`src/rtl/rate_cnt_pkg.sv`:
```
package rate_cnt_pkg;

    typedef logic [3:0] bcd_t;
    typedef logic [6:0] seg_t;

    typedef enum logic [1:0] {
        RATE_HALF = 2'd0,
        RATE_ONE  = 2'd1,
        RATE_TWO  = 2'd2,
        RATE_FOUR = 2'd3
    } rate_e;

    typedef struct packed {
        logic en;
        logic up;
    } step_t;

    localparam bcd_t DIGIT_MAX = 4'd9;
    localparam seg_t SEG_DARK  = 7'b1111111;

    // Active-low pattern, bit 6 = segment a, bit 0 = segment g.
    function automatic seg_t bcd_to_seg(input bcd_t v);
        seg_t s;
        case (v)
            4'd0:    s = 7'b0000001;
            4'd1:    s = 7'b1001111;
            4'd2:    s = 7'b0010010;
            4'd3:    s = 7'b0000110;
            4'd4:    s = 7'b1001100;
            4'd5:    s = 7'b0100100;
            4'd6:    s = 7'b1100000;
            4'd7:    s = 7'b0001111;
            4'd8:    s = 7'b0000000;
            4'd9:    s = 7'b0001100;
            default: s = SEG_DARK;
        endcase
        return s;
    endfunction

    function automatic int unsigned max4(input int unsigned a, input int unsigned b,
                                         input int unsigned c, input int unsigned d);
        int unsigned m;
        m = a;
        if (b > m) m = b;
        if (c > m) m = c;
        if (d > m) m = d;
        return m;
    endfunction

endpackage

```
`src/rtl/rate_tick_gen.sv`:
```
module rate_tick_gen
    import rate_cnt_pkg::*;
#(
    parameter int unsigned P_LIM_HALF = 100_000_000,
    parameter int unsigned P_LIM_ONE  = 50_000_000,
    parameter int unsigned P_LIM_TWO  = 25_000_000,
    parameter int unsigned P_LIM_FOUR = 12_500_000
) (
    input  logic  clk,
    input  logic  clr_n,
    input  rate_e sel_i,
    output logic  tick_o
);
    localparam int unsigned LIM_MAX = max4(P_LIM_HALF, P_LIM_ONE, P_LIM_TWO, P_LIM_FOUR);
    localparam int CW = (LIM_MAX > 1) ? $clog2(LIM_MAX) : 1;

    logic [CW-1:0] cnt_q;
    logic [CW-1:0] last_c;
    rate_e         sel_q;
    logic          sel_chg;
    logic          at_end;

    always_comb begin
        case (sel_i)
            RATE_HALF: last_c = CW'(P_LIM_HALF - 1);
            RATE_ONE:  last_c = CW'(P_LIM_ONE - 1);
            RATE_TWO:  last_c = CW'(P_LIM_TWO - 1);
            default:   last_c = CW'(P_LIM_FOUR - 1);
        endcase
    end

    assign sel_chg = (sel_i != sel_q);
    assign at_end  = (cnt_q == last_c);

    always_ff @(posedge clk or negedge clr_n) begin
        if (!clr_n) begin
            cnt_q  <= '0;
            sel_q  <= RATE_HALF;
            tick_o <= 1'b0;
        end else begin
            sel_q  <= sel_i;
            tick_o <= at_end && !sel_chg;
            if (sel_chg || at_end) cnt_q <= '0;
            else                   cnt_q <= cnt_q + 1'b1;
        end
    end
endmodule

```
`src/rtl/bcd_digit.sv`:
```
module bcd_digit
    import rate_cnt_pkg::*;
(
    input  logic  clk,
    input  logic  clr_n,
    input  step_t step_i,
    output bcd_t  val_o,
    output logic  carry_o
);
    bcd_t nxt;

    always_comb begin
        if (step_i.up) nxt = (val_o >= DIGIT_MAX) ? 4'd0 : val_o + 4'd1;
        else           nxt = (val_o == 4'd0 || val_o > DIGIT_MAX) ? DIGIT_MAX : val_o - 4'd1;
    end

    assign carry_o = step_i.en && (step_i.up ? (val_o == DIGIT_MAX) : (val_o == 4'd0));

    always_ff @(posedge clk or negedge clr_n) begin
        if (!clr_n)          val_o <= 4'd0;
        else if (step_i.en)  val_o <= nxt;
    end
endmodule

```
`src/rtl/bcd_seg_enc.sv`:
```
module bcd_seg_enc
    import rate_cnt_pkg::*;
(
    input  bcd_t digit_i,
    output seg_t seg_o
);
    assign seg_o = bcd_to_seg(digit_i);
endmodule

```
`src/rtl/dual_bcd_rate_counter.sv`:
```
module dual_bcd_rate_counter
    import rate_cnt_pkg::*;
#(
    parameter int unsigned P_LIM_HALF = 100_000_000,
    parameter int unsigned P_LIM_ONE  = 50_000_000,
    parameter int unsigned P_LIM_TWO  = 25_000_000,
    parameter int unsigned P_LIM_FOUR = 12_500_000
) (
    input  logic       clk,
    input  logic       clr_n,
    input  logic [1:0] rate_sel,
    input  logic       up_dn,
    output logic [6:0] seg_tens,
    output logic [6:0] seg_ones,
    output logic [3:0] bcd_tens,
    output logic [3:0] bcd_ones
);
    localparam int NDIG = 2;

    logic  tick_w;
    step_t step_w  [NDIG];
    bcd_t  val_w   [NDIG];
    seg_t  seg_w   [NDIG];
    logic  carry_w [NDIG];

    rate_tick_gen #(
        .P_LIM_HALF(P_LIM_HALF),
        .P_LIM_ONE (P_LIM_ONE),
        .P_LIM_TWO (P_LIM_TWO),
        .P_LIM_FOUR(P_LIM_FOUR)
    ) u_tick (
        .clk   (clk),
        .clr_n (clr_n),
        .sel_i (rate_e'(rate_sel)),
        .tick_o(tick_w)
    );

    for (genvar i = 0; i < NDIG; i++) begin : g_dig
        if (i == 0) begin : g_first
            assign step_w[i] = '{en: tick_w, up: up_dn};
        end else begin : g_next
            assign step_w[i] = '{en: carry_w[i-1], up: up_dn};
        end

        bcd_digit u_digit (
            .clk    (clk),
            .clr_n  (clr_n),
            .step_i (step_w[i]),
            .val_o  (val_w[i]),
            .carry_o(carry_w[i])
        );

        bcd_seg_enc u_enc (
            .digit_i(val_w[i]),
            .seg_o  (seg_w[i])
        );
    end

    assign bcd_ones = val_w[0];
    assign bcd_tens = val_w[1];
    assign seg_ones = seg_w[0];
    assign seg_tens = seg_w[1];
endmodule

```
`config.mk`:
```
export PLATFORM = sky130hd
export DESIGN_NAME = dual_bcd_rate_counter
export DESIGN_NICKNAME = d
export VERILOG_FILES = /design/src/rtl/rate_cnt_pkg.sv /design/src/rtl/rate_tick_gen.sv /design/src/rtl/bcd_digit.sv /design/src/rtl/bcd_seg_enc.sv /design/src/rtl/dual_bcd_rate_counter.sv
export SDC_FILE = /design/constraint.sdc
export NUM_CORES = 1
export LEC_CHECK = 0
export CAP_MARGIN = 20
export CELL_PAD_IN_SITES_DETAIL_PLACEMENT = 2
export CELL_PAD_IN_SITES_GLOBAL_PLACEMENT = 2
export CORE_ASPECT_RATIO = 2
export CORE_MARGIN = 2
export CORE_UTILIZATION = 32
export CTS_BUF_LIST = sky130_fd_sc_hd__clkbuf_8 sky130_fd_sc_hd__clkbuf_16
export DETAILED_ROUTE_END_ITERATION = 10
export PLACE_DENSITY = 0.82
export SYNTH_ARGS = -nofsm -noshare
export SYNTH_HDL_FRONTEND = slang
export SYNTH_SLANG_ARGS = --single-unit
```
`constraint.sdc`:
```
create_clock -name clk -period 1.8 [get_ports clk]
set_input_delay 0.36 -clock clk [delete_from_list [all_inputs] [get_ports clk]]
set_output_delay 0.36 -clock clk [all_outputs]
set_load 0.02 [all_outputs]
```
Word-level counts from Yosys, hierarchy flattened
Memories as Yosys holds them, arrays and structs flattened.
Index checks and enable logic that the tools add are counted.
{ "totals": {"regBits": 38, "latchBits": 0, "ram_bits": 0, "mem_bits_ro": 224, "inputBits": 5, "word_cells": 39, "mem_count": 2} }
{ "op_classes": {"add_sub_neg": 5, "multipliers": 0, "div_mod_pow": 0, "magnitude_cmp": 4, "eq_ne": 5, "shifts": 0, "mux": 9, "n_bitwise": 0, "n_reduce_logical": 9} }
{ "mem_list": {"columns": ["memory", "words", "width", "read_ports", "rd_ports_with_merged_regs", "wr", "line_no", "rtl"], "rows": [
  ["(no name shown)", 16, 7, 1, 0, 0, "rate_cnt_pkg.sv:24", "case (v)"],
  ["(no name shown)", 16, 7, 1, 0, 0, "rate_cnt_pkg.sv:24", null]
]} }
{ "op_table": {"columns": ["cell", "n"], "rows": [
  ["27-bit one-hot mux with 3 select lines", 1],
  ["27-bit by 1-bit adder with 27-bit output (second input constant)", 1],
  ["27-bit == test", 1],
  ["27-bit 2-to-1 mux", 1],
  ["4-bit 2-to-1 mux", 6],
  ["4-bit by 1-bit adder with 4-bit output (second input constant)", 2],
  ["4-bit >= comparator (second input constant)", 2],
  ["4-bit greater-than comparator (second input constant)", 2],
  ["4-bit zero test", 2],
  ["4-bit by 1-bit subtractor with 4-bit output (second input constant)", 2],
  ["4-bit == test (second input constant)", 1],
  ["1-bit logical OR", 3],
  ["2-bit by 1-bit == test with 1-bit output (second input constant)", 1],
  ["2-bit == test (second input constant)", 1],
  ["1-bit logical AND", 2],
  ["2-bit zero test", 1],
  ["2-bit != test", 1],
  ["1-bit zero test", 1],
  ["1-bit 2-to-1 mux", 1]
]} }

Logic depth before layout (Yosys ltp)
Gate-level depths: netlist of run 1.
{ "depth": {"depth_word": 5, "depth_mapped": 7, "depth_no_buf": 7} }

Modules after synthesis
From an unflattened synthesis of run 1, not the netlist that was laid out.
{ "hier_totals": {"hier_cells": 333, "hier_area_um2": 3084.2} }
{ "modules_own_cells": {"columns": ["mod", "n_inst", "cells_each", "area_per_inst_um2"], "rows": [
  ["rate_tick_gen", 1, 178, 1884.3],
  ["bcd_digit", 2, 45, 380.4],
  ["bcd_seg_enc (g_dig[1].u_enc)", 1, 34, 235.2],
  ["bcd_seg_enc (g_dig[0].u_enc)", 1, 31, 203.9]
]} }

Worst setup path before layout of run 1
No wires, ideal clock.
{ "synth_path": {"path_type": "reg-to-output", "from": "reg g_dig[1].u_digit.val_o[1]", "to": "out seg_tens[3]", "arrival_ps": 1645, "slack_ps": -205, "stages_incl_launch_ff": 6, "n_path_buf": 0, "path_cell_list": "dfrtp_1 inv_1 ha_1 nand2_1 o21ai_0 o21ai_0"} }
{ "synth_via": {"elab_chain_len": 1} }
{ "synth_lines": {"columns": ["item", "line_no", "rtl"], "rows": [
  ["from (decl)", "bcd_digit.sv:7", "output bcd_t val_o,"],
  ["from (signal assigned)", "bcd_digit.sv:21", "else if (step_i.en) val_o <= nxt;"],
  ["memory read 16 x 7 bit", null, null],
  ["to (decl)", "dual_bcd_rate_counter.sv:13", "output logic [6:0] seg_tens,"]
]} }
Every way passes these cells.

Worst setup path after layout of run 1
{ "layout_path": {"from": "reg u_tick.cnt_q[14]", "to": "reg u_tick.cnt_q[23]"} }
{ "layout_via": {"elab_chain_len": 3} }
{ "layout_lines": {"columns": ["item", "line_no", "rtl"], "rows": [
  ["from (decl)", "rate_tick_gen.sv:17", "logic [CW-1:0] cnt_q;"],
  ["from (signal assigned)", "rate_tick_gen.sv:44", "else cnt_q <= cnt_q + 1'b1;"],
  ["branches (longest 2 deep; another with 27-bit by 1-bit adder with 27-bit output)", null, null],
  ["27-bit 2-to-1 mux *", "rate_tick_gen.sv:43", "if (sel_chg || at_end) cnt_q <= '0;"]
]} }
Mark *: on every way between the ends.
A chain may end at the register's enable or synchronous reset.

==> out/qor.log, run 1 <==
qor: yosys.number_of_synthesized_flops_with_an_enable_pin 0
qor: finish.final_layout_size_suffix_gt1_share 51.8%
qor: setup_path.worst_path_max_delay_cell sky130_fd_sc_hd__and4_1
qor: yosys.ys_seq_area_share 35.5%
qor: clocking.clkLatencyLatePin 0.30 ns
qor: detailed_routing.wl 16,500 um
qor: detailed_routing.ant_nets 0
qor: finish.mostFrequentLayoutCell sky130_fd_sc_hd__buf_4
qor: floorplan.placementRows 47
qor: finish.multiInputGateArea 2110 um2
qor: yosys.synthesis.area_per_instance 8.59 um2
qor: placed_design.post_dp_cell_area 3590 um2
qor: global_route.antenna_found_initial 0
qor: power_and_ir_drop.power_leakage 2.00 nW
qor: global_route.first_global_vias 3,494
qor: clocking.h-tree-depth 2
qor: yosys.async_flop_share 100%
qor: finish.fin_cells 544
qor: detailed_routing.route.detailed.wl_per_inst 30.4 um
qor: finish.diodes 0
qor: sta.rsz0062_at_grt yes
qor: finish.filler_cell_count 787
qor: placed_design.hpwl 8010 um
qor: placed_design.place_inst 499
qor: setup_path.timing.critical_path.slowest_cell_delay 0.51 ns
qor: setup_path.worstPathArrival 2.32 ns
qor: clocking.cts-root-buf sky130_fd_sc_hd__clkbuf_16
qor: setup_path.critical_path_maximum_fanout 9
qor: yosys.synth_top_area_share 35.5%
qor: sta.final_hold_violating_endpoints 0
qor: clocking.tritoncts.num_buffers 5
qor: status.run_status finished, violations left
qor: sta.report.final.setup_viol 47
qor: clocking.cts_max_path_buffers 2
qor: setup_path.worst-r2r-cell-count 5
qor: floorplan.dieWidth 68.7 um
qor: setup_path.crit_path_cell_trace and2_1, and4_1, nand4_1, xor2_1, nor2_1
qor: placed_design.portBuffers 26
qor: finish.postLayoutCellArea 4630 um2
qor: finish.finish.net_count 465
qor: sta.final.period_utilization 120%
qor: floorplan.standard_cell_core_area 8170 um2
qor: detailed_routing.via_per_inst 5.88
qor: yosys.mappedNetlistNets 332
qor: setup_path.timing_worst_setup_path_type reg -> reg
qor: clocking.tritoncts done
qor: power_and_ir_drop.max-vdd-ir-drop 0.000713 V
qor: sta.fin_crit 2.15 ns
qor: global_route.global_route_wire_length_before_repair 19,600 um
qor: detailed_routing.dr_total_vias 3,197
qor: setup_path.worstReg2RegEnd u_tick.cnt_q[23]
qor: floorplan.die_height 133 um
qor: sta.holdWs 0.461 ns
qor: detailed_routing.drc_errors 0
qor: finish.most-common-layout-cells 98 x sky130_fd_sc_hd__buf_4, 36 x sky130_fd_sc_hd__nor2_1, 30 x sky130_fd_sc_hd__dfrtp_1
qor: sta.slew_viol_final 0
qor: detailed_routing.detail_route.first_pass.iterations 4
qor: global_route.maximum_number_of_pins_on_one_net_before_global_route_repair 31
qor: finish.layout-area-overhead-vs-synth 72.7%
qor: run.max_cap_violations 0
qor: sta.fin_worst_skew 0.00527 ns
qor: setup_path.crit_path_launch_type flop
qor: worst_hold_path.hp-class in -> async
qor: floorplan.dieArea 9160 um2
qor: yosys.synth_ff_type sky130_fd_sc_hd__dfrtp_1
qor: sta.fin_ws -0.354 ns
qor: detailed_routing.dr.first_iter.drc_count 119
qor: global_route.globalRoute.totalOverflow 0
qor: floorplan.io_pins 27
qor: yosys.netlist.top_cell.by_area sky130_fd_sc_hd__dfrtp_1
qor: yosys.yosys_warnings 0
qor: sta.max_slew.worst_pin.slew 0.525 ns
qor: clocking.clock_sink_count 38
qor: sta.clock.fmax 464 MHz
qor: placed_design.gpl.final_weighted_congestion 0.836
qor: setup_path.ff2ff_setup_slack -0.35 ns
qor: finish.regArea 961 um2
qor: yosys.yosys.cell_types.count 47
qor: yosys.synthesis.area 2680 um2
qor: yosys.postSynthRegisterBits 38
qor: floorplan.start_util 32.8%
qor: setup_path.crit_required 1.96 ns
qor: setup_path.crit-reg2reg-launch u_tick.cnt_q[14]
qor: yosys.netlist_instances 312
qor: clocking.clk_transition_reported_paths 0.06 ns
qor: global_route.grt_usage 30.1%
qor: yosys.synthTopCellsByArea sky130_fd_sc_hd__dfrtp_1 35%, sky130_fd_sc_hd__ha_1 7.0%, sky130_fd_sc_hd__xor2_1 6.9%
qor: power_and_ir_drop.power.density 456 nW/um2
qor: status.failing_checks negative setup slack
qor: setup_path.crit_path_end_kind flop
qor: sta.timing.max_slew.rel_slack 65.0%
[layout make-up]
cell class                 instances  area share (%)
multi-input combinational        246            45.5
timing repair buffer             140            26.5
sequential                        38            20.8
clock buffer                       6            3.00
tap                               98            2.65
inverter                          14            1.35
clock inverter                     2           0.189
[layer usage]
metal	wire length, um	up-vias	global-route usage [%]	part of all wire (%)
met3	501	78	3.80	3.0
met5	0	-	0	0
met1	5370	1638	27.0	32
li1	-	1361	-	-
met2	9340	120	58.3	56
met4	1320	0	18.0	8.0
[cells by family after synthesis]
logic type	after synthesis	synth area share (%)
AOI/OAI and AO/OA	72	16.8
xor gates and xnor gates	31	10.1
adders and majority gates	15	7.01
buffers and inverters	28	5.00
DFF	38	35.5
muxes	2	0.747
and+or+nand+nor	126	24.8
[registers in the layout (all words and copies together), names as in the netlist]
name                 cells
u_tick.cnt_q            27
g_dig.u_digit.val_o      8
u_tick.sel_q             2
u_tick.tick_o            1
[worst max-delay path, delay by kind of cell (launching register included)]
kind / cells / cell delay (ns)
simple gates: 4 / 1.14
flops: 1 / 0.46
xor+xnor: 1 / 0.42
[power breakdown]
part	switching (mW)	internal [mW]
Combinational	0.166	0.136
Sequential	0.00864	0.862
Clock	0.390	0.545
Total	0.565	1.54
[metrics by stage]
stage          setup WS [ns]  setup TNS (ns)  util (%)  total power, mW
2_1_floorplan        -0.0279          -0.102         -            0.975
3_3_place_gp          -0.500          -13.91      43.9             1.07
3_5_place_dp          -0.571          -17.78      43.9             1.08
4_1_cts               -0.214           -5.70      50.0             2.02
5_1_grt               -0.428          -10.29      56.6             2.16
6_report              -0.354           -7.63      56.6             2.11
[worst max path at each step]
stage	start	to	slack, ns	cells past startpoint
floorplan	u_tick.cnt_q[11]	u_tick.cnt_q[1]	-0.03	6
global placement	rate_sel[1]	u_tick.cnt_q[1]	-0.50	7
detailed placement	rate_sel[0]	u_tick.cnt_q[1]	-0.57	7
CTS	u_tick.cnt_q[1]	u_tick.cnt_q[11]	-0.21	7
global route	u_tick.cnt_q[1]	u_tick.cnt_q[23]	-0.43	9
finish	u_tick.cnt_q[14]	u_tick.cnt_q[23]	-0.35	5
[synthesized netlist by cell type (2+ instances only)]
library cell                n
sky130_fd_sc_hd__inv_1     14
sky130_fd_sc_hd__a31oi_1    3
sky130_fd_sc_hd__or2_2      2
sky130_fd_sc_hd__nand2_1   22
sky130_fd_sc_hd__nor3b_1    3
sky130_fd_sc_hd__o211ai_1   3
sky130_fd_sc_hd__clkbuf_1   8
sky130_fd_sc_hd__nand4_1   12
sky130_fd_sc_hd__nand2b_1   7
sky130_fd_sc_hd__and3_1     7
sky130_fd_sc_hd__buf_6      3
sky130_fd_sc_hd__dfrtp_1   38
sky130_fd_sc_hd__nor2_1    44
sky130_fd_sc_hd__buf_2      2
sky130_fd_sc_hd__ha_1      15
sky130_fd_sc_hd__mux2i_1    2
sky130_fd_sc_hd__o21ai_0   23
sky130_fd_sc_hd__a22oi_1    3
sky130_fd_sc_hd__nand3_1    8
sky130_fd_sc_hd__and4_1     5
sky130_fd_sc_hd__o31ai_1    3
sky130_fd_sc_hd__o21bai_1   2
sky130_fd_sc_hd__nor3_1     3
sky130_fd_sc_hd__a21oi_1   23
sky130_fd_sc_hd__nand3b_1   2
sky130_fd_sc_hd__nor2b_1    2
sky130_fd_sc_hd__o22ai_1    3
sky130_fd_sc_hd__xnor2_1   10
sky130_fd_sc_hd__xor2_1    21
sky130_fd_sc_hd__and2_1     2
[repair_timing]
item,4_1_cts,5_1_grt
buffers inserted,14,21
hold buffers,1,0
resized for setup,143,97
pin swaps,22,37
endpoints found under the hold margin,8,0
setup endpoints to repair,51,48
cloned,1,1
Power figures use the tool's default switching activity.
==> run 2, diff against run 1 <==
--- a/config.mk
+++ b/config.mk
@@ -5,6 +5,7 @@
 export SDC_FILE = /design/constraint.sdc
 export NUM_CORES = 1
 export LEC_CHECK = 0
+export ABC_CLOCK_PERIOD_IN_PS = 1800
 export CAP_MARGIN = 20
 export CELL_PAD_IN_SITES_DETAIL_PLACEMENT = 2
 export CELL_PAD_IN_SITES_GLOBAL_PLACEMENT = 2
==> results of run 2 <==
No change in the layout: final DEF, timing and power equal those of run 1.
